File: src/rtl/irq_pkg.sv
package irq_pkg;
  localparam int unsigned VEC_STRIDE  = 2;  // words per vector slot
  localparam int unsigned RESET_SLOTS = 1;  // slot 0 belongs to reset
endpackage

File: src/rtl/irq_flags.sv
module irq_flags #(
  parameter int unsigned     N_SRC      = 8,
  parameter logic [N_SRC-1:0] LATCH_MASK = '1
) (
  input  logic             clk_i,
  input  logic             rst_ni,
  input  logic [N_SRC-1:0] src_i,
  input  logic [N_SRC-1:0] clr_sw_i,
  input  logic [N_SRC-1:0] clr_hw_i,
  output logic [N_SRC-1:0] pend_o
);
  logic [N_SRC-1:0] src_q, flag_q, flag_d, rise;

  assign rise   = src_i & ~src_q;
  // new edge wins over a clear in the same cycle
  assign flag_d = ((flag_q & ~(clr_sw_i | clr_hw_i)) | rise) & LATCH_MASK;

  always_ff @(posedge clk_i or negedge rst_ni) begin
    if (!rst_ni) begin
      src_q  <= '0;
      flag_q <= '0;
    end else begin
      src_q  <= src_i;
      flag_q <= flag_d;
    end
  end

  for (genvar k = 0; k < N_SRC; k++) begin : g_pend
    if (LATCH_MASK[k]) begin : g_latch
      assign pend_o[k] = flag_q[k];
      AST_FLAG_HELD: assert property (@(posedge clk_i) disable iff (!rst_ni)
        (flag_q[k] && !clr_sw_i[k] && !clr_hw_i[k]) |=> flag_q[k]);
      AST_FLAG_RISE: assert property (@(posedge clk_i) disable iff (!rst_ni)
        (src_i[k] && !src_q[k]) |=> flag_q[k]);
    end else begin : g_level
      assign pend_o[k] = src_i[k];
    end
  end
endmodule

File: src/rtl/irq_prio.sv
module irq_prio #(
  parameter int unsigned N_SRC = 8,
  localparam int unsigned IDX_W = (N_SRC > 1) ? $clog2(N_SRC) : 1
) (
  input  logic [N_SRC-1:0] req_i,
  output logic             any_o,
  output logic [N_SRC-1:0] grant_o,
  output logic [IDX_W-1:0] idx_o
);
  logic [N_SRC:0] below;

  assign below[0] = 1'b0;
  for (genvar k = 0; k < N_SRC; k++) begin : g_chain
    assign below[k+1]  = below[k] | req_i[k];
    assign grant_o[k]  = req_i[k] & ~below[k];
  end
  assign any_o = below[N_SRC];

  always_comb begin
    idx_o = '0;
    for (int k = 0; k < N_SRC; k++)
      if (grant_o[k]) idx_o = idx_o | IDX_W'(k);
  end
endmodule

File: src/rtl/irq_gate.sv
module irq_gate (
  input  logic clk_i,
  input  logic rst_ni,
  input  logic take_i,
  input  logic set_i,
  input  logic clr_i,
  input  logic reti_i,
  input  logic retire_i,
  output logic gie_o,
  output logic hold_o
);
  logic gie_q, hold_q;

  always_ff @(posedge clk_i or negedge rst_ni) begin
    if (!rst_ni) begin
      gie_q  <= 1'b0;
      hold_q <= 1'b0;
    end else begin
      if (take_i || clr_i)       gie_q <= 1'b0;
      else if (reti_i || set_i)  gie_q <= 1'b1;
      if (reti_i)                hold_q <= 1'b1;
      else if (retire_i)         hold_q <= 1'b0;
    end
  end

  assign gie_o  = gie_q;
  assign hold_o = hold_q;

  AST_TAKE_CLEARS_GIE: assert property (@(posedge clk_i) disable iff (!rst_ni)
    take_i |=> !gie_o);
  AST_RETI_SETS_GIE: assert property (@(posedge clk_i) disable iff (!rst_ni)
    (reti_i && !take_i && !clr_i) |=> gie_o);
  AST_CLI_WINS: assert property (@(posedge clk_i) disable iff (!rst_ni)
    clr_i |=> !gie_o);
endmodule

File: src/rtl/irq_vec_ctrl.sv
module irq_vec_ctrl #(
  parameter int unsigned      N_SRC      = 8,
  parameter int unsigned      ADDR_W     = 14,
  parameter logic [N_SRC-1:0] LATCH_MASK = 8'b0011_1101,
  parameter logic [ADDR_W-1:0] BASE_MAIN = 14'h0000,
  parameter logic [ADDR_W-1:0] BASE_ALT  = 14'h1C00,
  localparam int unsigned IDX_W = (N_SRC > 1) ? $clog2(N_SRC) : 1
) (
  input  logic              clk_i,
  input  logic              rst_ni,
  input  logic [N_SRC-1:0]  src_i,
  input  logic [N_SRC-1:0]  src_en_i,
  input  logic [N_SRC-1:0]  flag_clr_i,
  input  logic              gie_set_i,
  input  logic              gie_clr_i,
  input  logic              reti_i,
  input  logic              retire_i,
  input  logic              vec_sel_i,
  output logic              irq_take_o,
  output logic [ADDR_W-1:0] irq_vec_o,
  output logic [N_SRC-1:0]  pend_o,
  output logic              gie_o
);
  import irq_pkg::*;

  logic [N_SRC-1:0] pend, req, grant, clr_hw;
  logic             any_req, hold, take;
  logic [IDX_W-1:0] idx;
  logic [ADDR_W-1:0] base, slot_off;

  irq_flags #(.N_SRC(N_SRC), .LATCH_MASK(LATCH_MASK)) u_flags (
    .clk_i, .rst_ni, .src_i,
    .clr_sw_i (flag_clr_i),
    .clr_hw_i (clr_hw),
    .pend_o   (pend)
  );

  assign req = pend & src_en_i;

  irq_prio #(.N_SRC(N_SRC)) u_prio (
    .req_i (req), .any_o (any_req), .grant_o (grant), .idx_o (idx)
  );

  irq_gate u_gate (
    .clk_i, .rst_ni,
    .take_i   (take),
    .set_i    (gie_set_i),
    .clr_i    (gie_clr_i),
    .reti_i,
    .retire_i,
    .gie_o,
    .hold_o   (hold)
  );

  // disable and return both act in their own cycle
  assign take     = any_req & gie_o & ~gie_clr_i & ~hold & ~reti_i;
  assign clr_hw   = grant & {N_SRC{take}};
  assign base     = vec_sel_i ? BASE_ALT : BASE_MAIN;
  assign slot_off = ADDR_W'((32'(idx) + RESET_SLOTS) * VEC_STRIDE);

  assign irq_take_o = take;
  assign irq_vec_o  = base + slot_off;
  assign pend_o     = pend;

  AST_TAKE_NEEDS_GIE: assert property (@(posedge clk_i) disable iff (!rst_ni)
    irq_take_o |-> gie_o);
  AST_TAKE_NEEDS_EN: assert property (@(posedge clk_i) disable iff (!rst_ni)
    irq_take_o |-> (|(pend_o & src_en_i)));
  AST_CLI_SAME_CYCLE: assert property (@(posedge clk_i) disable iff (!rst_ni)
    gie_clr_i |-> !irq_take_o);
  AST_HOLD_AFTER_RETI: assert property (@(posedge clk_i) disable iff (!rst_ni)
    (reti_i && !retire_i) |=> !irq_take_o);
  AST_ONE_GRANT: assert property (@(posedge clk_i) disable iff (!rst_ni)
    $onehot0(clr_hw));
endmodule

File: config.mk
export PLATFORM = sky130hd
export DESIGN_NAME = irq_vec_ctrl
export DESIGN_NICKNAME = d
export VERILOG_FILES = /design/src/rtl/irq_pkg.sv /design/src/rtl/irq_flags.sv /design/src/rtl/irq_prio.sv /design/src/rtl/irq_gate.sv /design/src/rtl/irq_vec_ctrl.sv
export SDC_FILE = /design/constraint.sdc
export NUM_CORES = 1
export LEC_CHECK = 0
export BUFFER_PORTS_ARGS = -buffer_cell sky130_fd_sc_hd__buf_2
export CELL_PAD_IN_SITES_DETAIL_PLACEMENT = 1
export CELL_PAD_IN_SITES_GLOBAL_PLACEMENT = 2
export CORE_MARGIN = 4
export CORE_UTILIZATION = 21
export DETAILED_ROUTE_END_ITERATION = 10
export PLACE_DENSITY_LB_ADDON = 0.1
export REMOVE_ABC_BUFFERS = 1
export SETUP_SLACK_MARGIN = 0.02
export SLEW_MARGIN = 20
export SYNTH_ARGS = -nofsm -noshare
export SYNTH_HDL_FRONTEND = slang
export SYNTH_SLANG_ARGS = --single-unit
File: constraint.sdc
create_clock -name clk_i -period 2.3 [get_ports clk_i]
set_input_delay 0.23 -clock clk_i [delete_from_list [all_inputs] [get_ports clk_i]]
set_output_delay 0.23 -clock clk_i [all_outputs]
set_load 0.02 [all_outputs]
==> results.json <==
{
  "drv_slew": 0,
  "cts_tree": "done",
  "max_freq_ghz": 0.416,
  "min_from": "src_i[3]",
  "r2r_slack_ns": 0.73,
  "hold-path-endpoint": "u_flags.src_q[3]",
  "reg2regPathDepth": 7,
  "vdd_drop_max_uv": 194,
  "place_area_um2": 963,
  "grt_pass1_vias": 745,
  "setup_viol": 2,
  "antenna_found_initial": 0,
  "postLayoutCellArea_um2": 1070,
  "avgSynthCellArea_um2": 9.72,
  "layout_min_cycle_time_ns": 2.40,
  "dr.pass1.iters": 4,
  "cts_buffer_depth": 2,
  "place.gp.congestion": 0.719,
  "crit_path_start": "u_flags.flag_q[5]",
  "ant_nets": 0,
  "cpMostUsedCell": "buf_4",
  "worstReg2RegEnd": "u_gate.gie_o",
  "fp.dieW_um": 68.1,
  "coreArea_um2": 3420,
  "finalClockSkew_ns": 0.00223,
  "drt-initial-drc-count": 11,
  "dieArea_um2": 4640,
  "die_h_um": 68.1,
  "hold_violations": 0,
  "crit_path_end_kind": "output port",
  "fillers": 425,
  "leakagePower_nw": 0.535,
  "path_cells": "buf_4 > a22o_1 > o2bb2a_1 > a222oi_1 > ha_2 > xnor2_1 > buf_4",
  "num_io_pins": 55,
  "syn_inst": 78,
  "maxCapViolations": 0,
  "area_growth_pct": 41.3,
  "hold_path.class": "input port to register",
  "rsz0062_at_grt": "yes",
  "ys_types": 31,
  "initial_core_util_pct": 22.2,
  "critPathKind": "register to output port",
  "vias": 735,
  "port-buffer-count": 40,
  "grt_usage_pct": 10.4,
  "violations": "negative setup slack",
  "cp_top_family": "compound AO/OA/AOI/OAI gates",
  "reg2reg_from": "u_flags.flag_q[4]",
  "cts_buffers": 3,
  "path_clk_slew_ns": 0.08,
  "nNetsFinal": 158,
  "antenna_cells": 0,
  "grt-ovfl-total": 0,
  "clock-sinks": 12,
  "seqCellArea_um2": 300,
  "synth_seq_cells": 12,
  "core.rowCount": 21,
  "cts_root_buffer": "clkbuf_4",
  "min_delay_path_depth": 1,
  "multi_input_area_um2": 367,
  "pwr_density_cell_nw_per_um2": 537,
  "setup_ws_ns": -0.105,
  "layout-drive-gt1-share_pct": 46.8,
  "crit_buf_inv": 2,
  "slowest_delay_ns": 0.38,
  "period_share_pct": 105,
  "crit_path_top_delay_cell": "dfrtp_1",
  "grt_max_degree": 13,
  "htree_num_levels": 1,
  "vias_per_cell": 4.32,
  "netlist_area_um2": 758,
  "place_hpwl_um": 1850,
  "status": "complete, but fails checks",
  "drcViolationCount": 0,
  "cp.required_ns": 2.07,
  "yosys_warnings": 0,
  "synth_seq_area_share_pct": 39.6,
  "wl_per_cell_um": 13.2,
  "totalWireLength_um": 2250,
  "cp_data_arrival_time_ns": 2.17,
  "cp_max_fo": 4,
  "place_ws_ns": 0.0912,
  "startpoint_type": "register",
  "clk_latency_ns": 0.27,
  "grt_pass1_wl_um": 3570
}
-- cells in the final DEF (no fill, tap or decap), drive strengths merged --
master,netlist,layout
a21o,1,1
conb,1,7
a22o,2,2
a32o,2,2
a41oi,1,1
o221ai,1,1
o221a,1,1
dfrtp,12,12
a311o,1,1
clkbuf,0,3
o211ai,1,1
nand4,3,3
a32oi,1,1
inv,10,10
o2bb2a,1,1
nor2b,1,1
a41o,1,1
a21boi,1,1
nand3,1,1
nand2b,1,1
a21oi,2,2
o21ai,2,2
nand2,7,7
or4b,1,1
dlygate4sd3,0,1
nor3,2,2
nor3b,2,2
xnor2,1,1
nor4b,1,1
a222oi,3,3
ha,1,1
buf,13,49
-- what timing repair did --
action | 4_1_cts | 5_1_grt
hold buffers | 1 | 0
pin swaps | 5 | 2
setup endpoints to repair | 2 | 2
endpoints found under the hold margin | 12 | 0
buffers inserted | 4 | 2
resized for setup | 6 | 0
-- where the power goes --
part	internal (W)	switching [W]	leakage, nW
Sequential	0.000226	0.0000121	0.142
Combinational	0.0000935	0.000113	0.379
Clock	0.0000605	0.0000705	0.0138
-- state kept, by name, summed over array words and instances (netlist names) --
signal          flops
u_gate.hold_o       1
u_flags.src_q       5
u_flags.flag_q      5
u_gate.gie_o        1
-- routing by layer --
layer | routed length [um] | track usage [%] | vias up | part of all wire (%)
li1 | - | - | 365 | -
met1 | 954 | 13.7 | 343 | 42
met2 | 1110 | 16.0 | 25 | 49
met3 | 171 | 3.12 | 2 | 7.6
met4 | 14 | 3.72 | 0 | 0.62
met5 | 0 | 0 | - | 0
-- worst register-to-register path: stages (launching register included) --
cell and delay, ns:
dfrtp_1 0.41, a222oi_1 0.32, buf_4 0.18, buf_4 0.10, buf_4 0.09, buf_4 0.10
a41oi_2 0.14, nor3_2 0.17
-- worst max path at each step --
stage / to / slack [ns] / depth (start not counted)
after detailed placement: irq_vec_o[3] / 0.09 / 6
after global placement: irq_vec_o[3] / 0.15 / 6
final: irq_vec_o[3] / -0.10 / 7
after floorplan: irq_vec_o[3] / 0.06 / 5
after global routing: irq_vec_o[3] / -0.28 / 7
after CTS: irq_vec_o[3] / -0.14 / 7
-- logic make-up (layout without fill, tap and decap cells) --
group	after synthesis	count (layout)	synth area share (%)
buf+inv	23	63	17.8
compound gates	21	21	24.6
simple gates	19	19	14.7
flops	12	12	39.6
fa+ha+maj	1	1	1.65
other cells	1	7	0.495
xor+xnor	1	1	1.16
-- cell usage after synthesis (all sizes together) --
master | number | area (um2)
nand4 | 3 | 18.8
a41o | 1 | 10.0
a21boi | 1 | 7.51
nor3 | 2 | 15.0
o2bb2a | 1 | 10.0
nand2 | 7 | 26.3
or4b | 1 | 10.0
a22o | 2 | 17.5
nand2b | 1 | 6.26
inv | 10 | 37.5
nor2b | 1 | 6.26
ha | 1 | 12.5
a32o | 2 | 20.0
xnor2 | 1 | 8.76
nor3b | 2 | 15.0
conb | 1 | 3.75
a41oi | 1 | 16.3
nand3 | 1 | 5.00
nor4b | 1 | 8.76
o221ai | 1 | 8.76
a311o | 1 | 11.3
a32oi | 1 | 8.76
a222oi | 3 | 30.0
o21ai | 2 | 10.0
o211ai | 1 | 7.51
a21o | 1 | 7.51
a21oi | 2 | 10.0
o221a | 1 | 11.3
dfrtp | 12 | 300
buf | 13 | 97.6
-- stage by stage --
stage / util [%] / setup TNS (ns) / hold slack, ns / cells / total power [W]
after detailed placement: 28.2 / 0 / 0.141 / 160 / 0.000418
final: 31.4 / -0.179 / 0.0752 / 170 / 0.000575
after CTS: 30.9 / -0.243 / 0.0663 / 168 / 0.000581
after global placement: 28.2 / 0 / 0.135 / 160 / 0.000417
after floorplan: - / 0 / -0.0656 / 71 / 0.000336
after global routing: 31.4 / -0.505 / 0.0660 / 170 / 0.000620
-- cell type report --
| type | instances | share of cell area, % |
|---|---|---|
| well taps | 46 | 5.37 |
| inverters | 10 | 3.50 |
| clock buffers | 3 | 2.10 |
| repair buffers | 50 | 26.8 |
| multi-input cells | 49 | 34.2 |
| flip-flops and latches | 12 | 28.0 |
No activity file was read; power rests on OpenSTA's default activity.
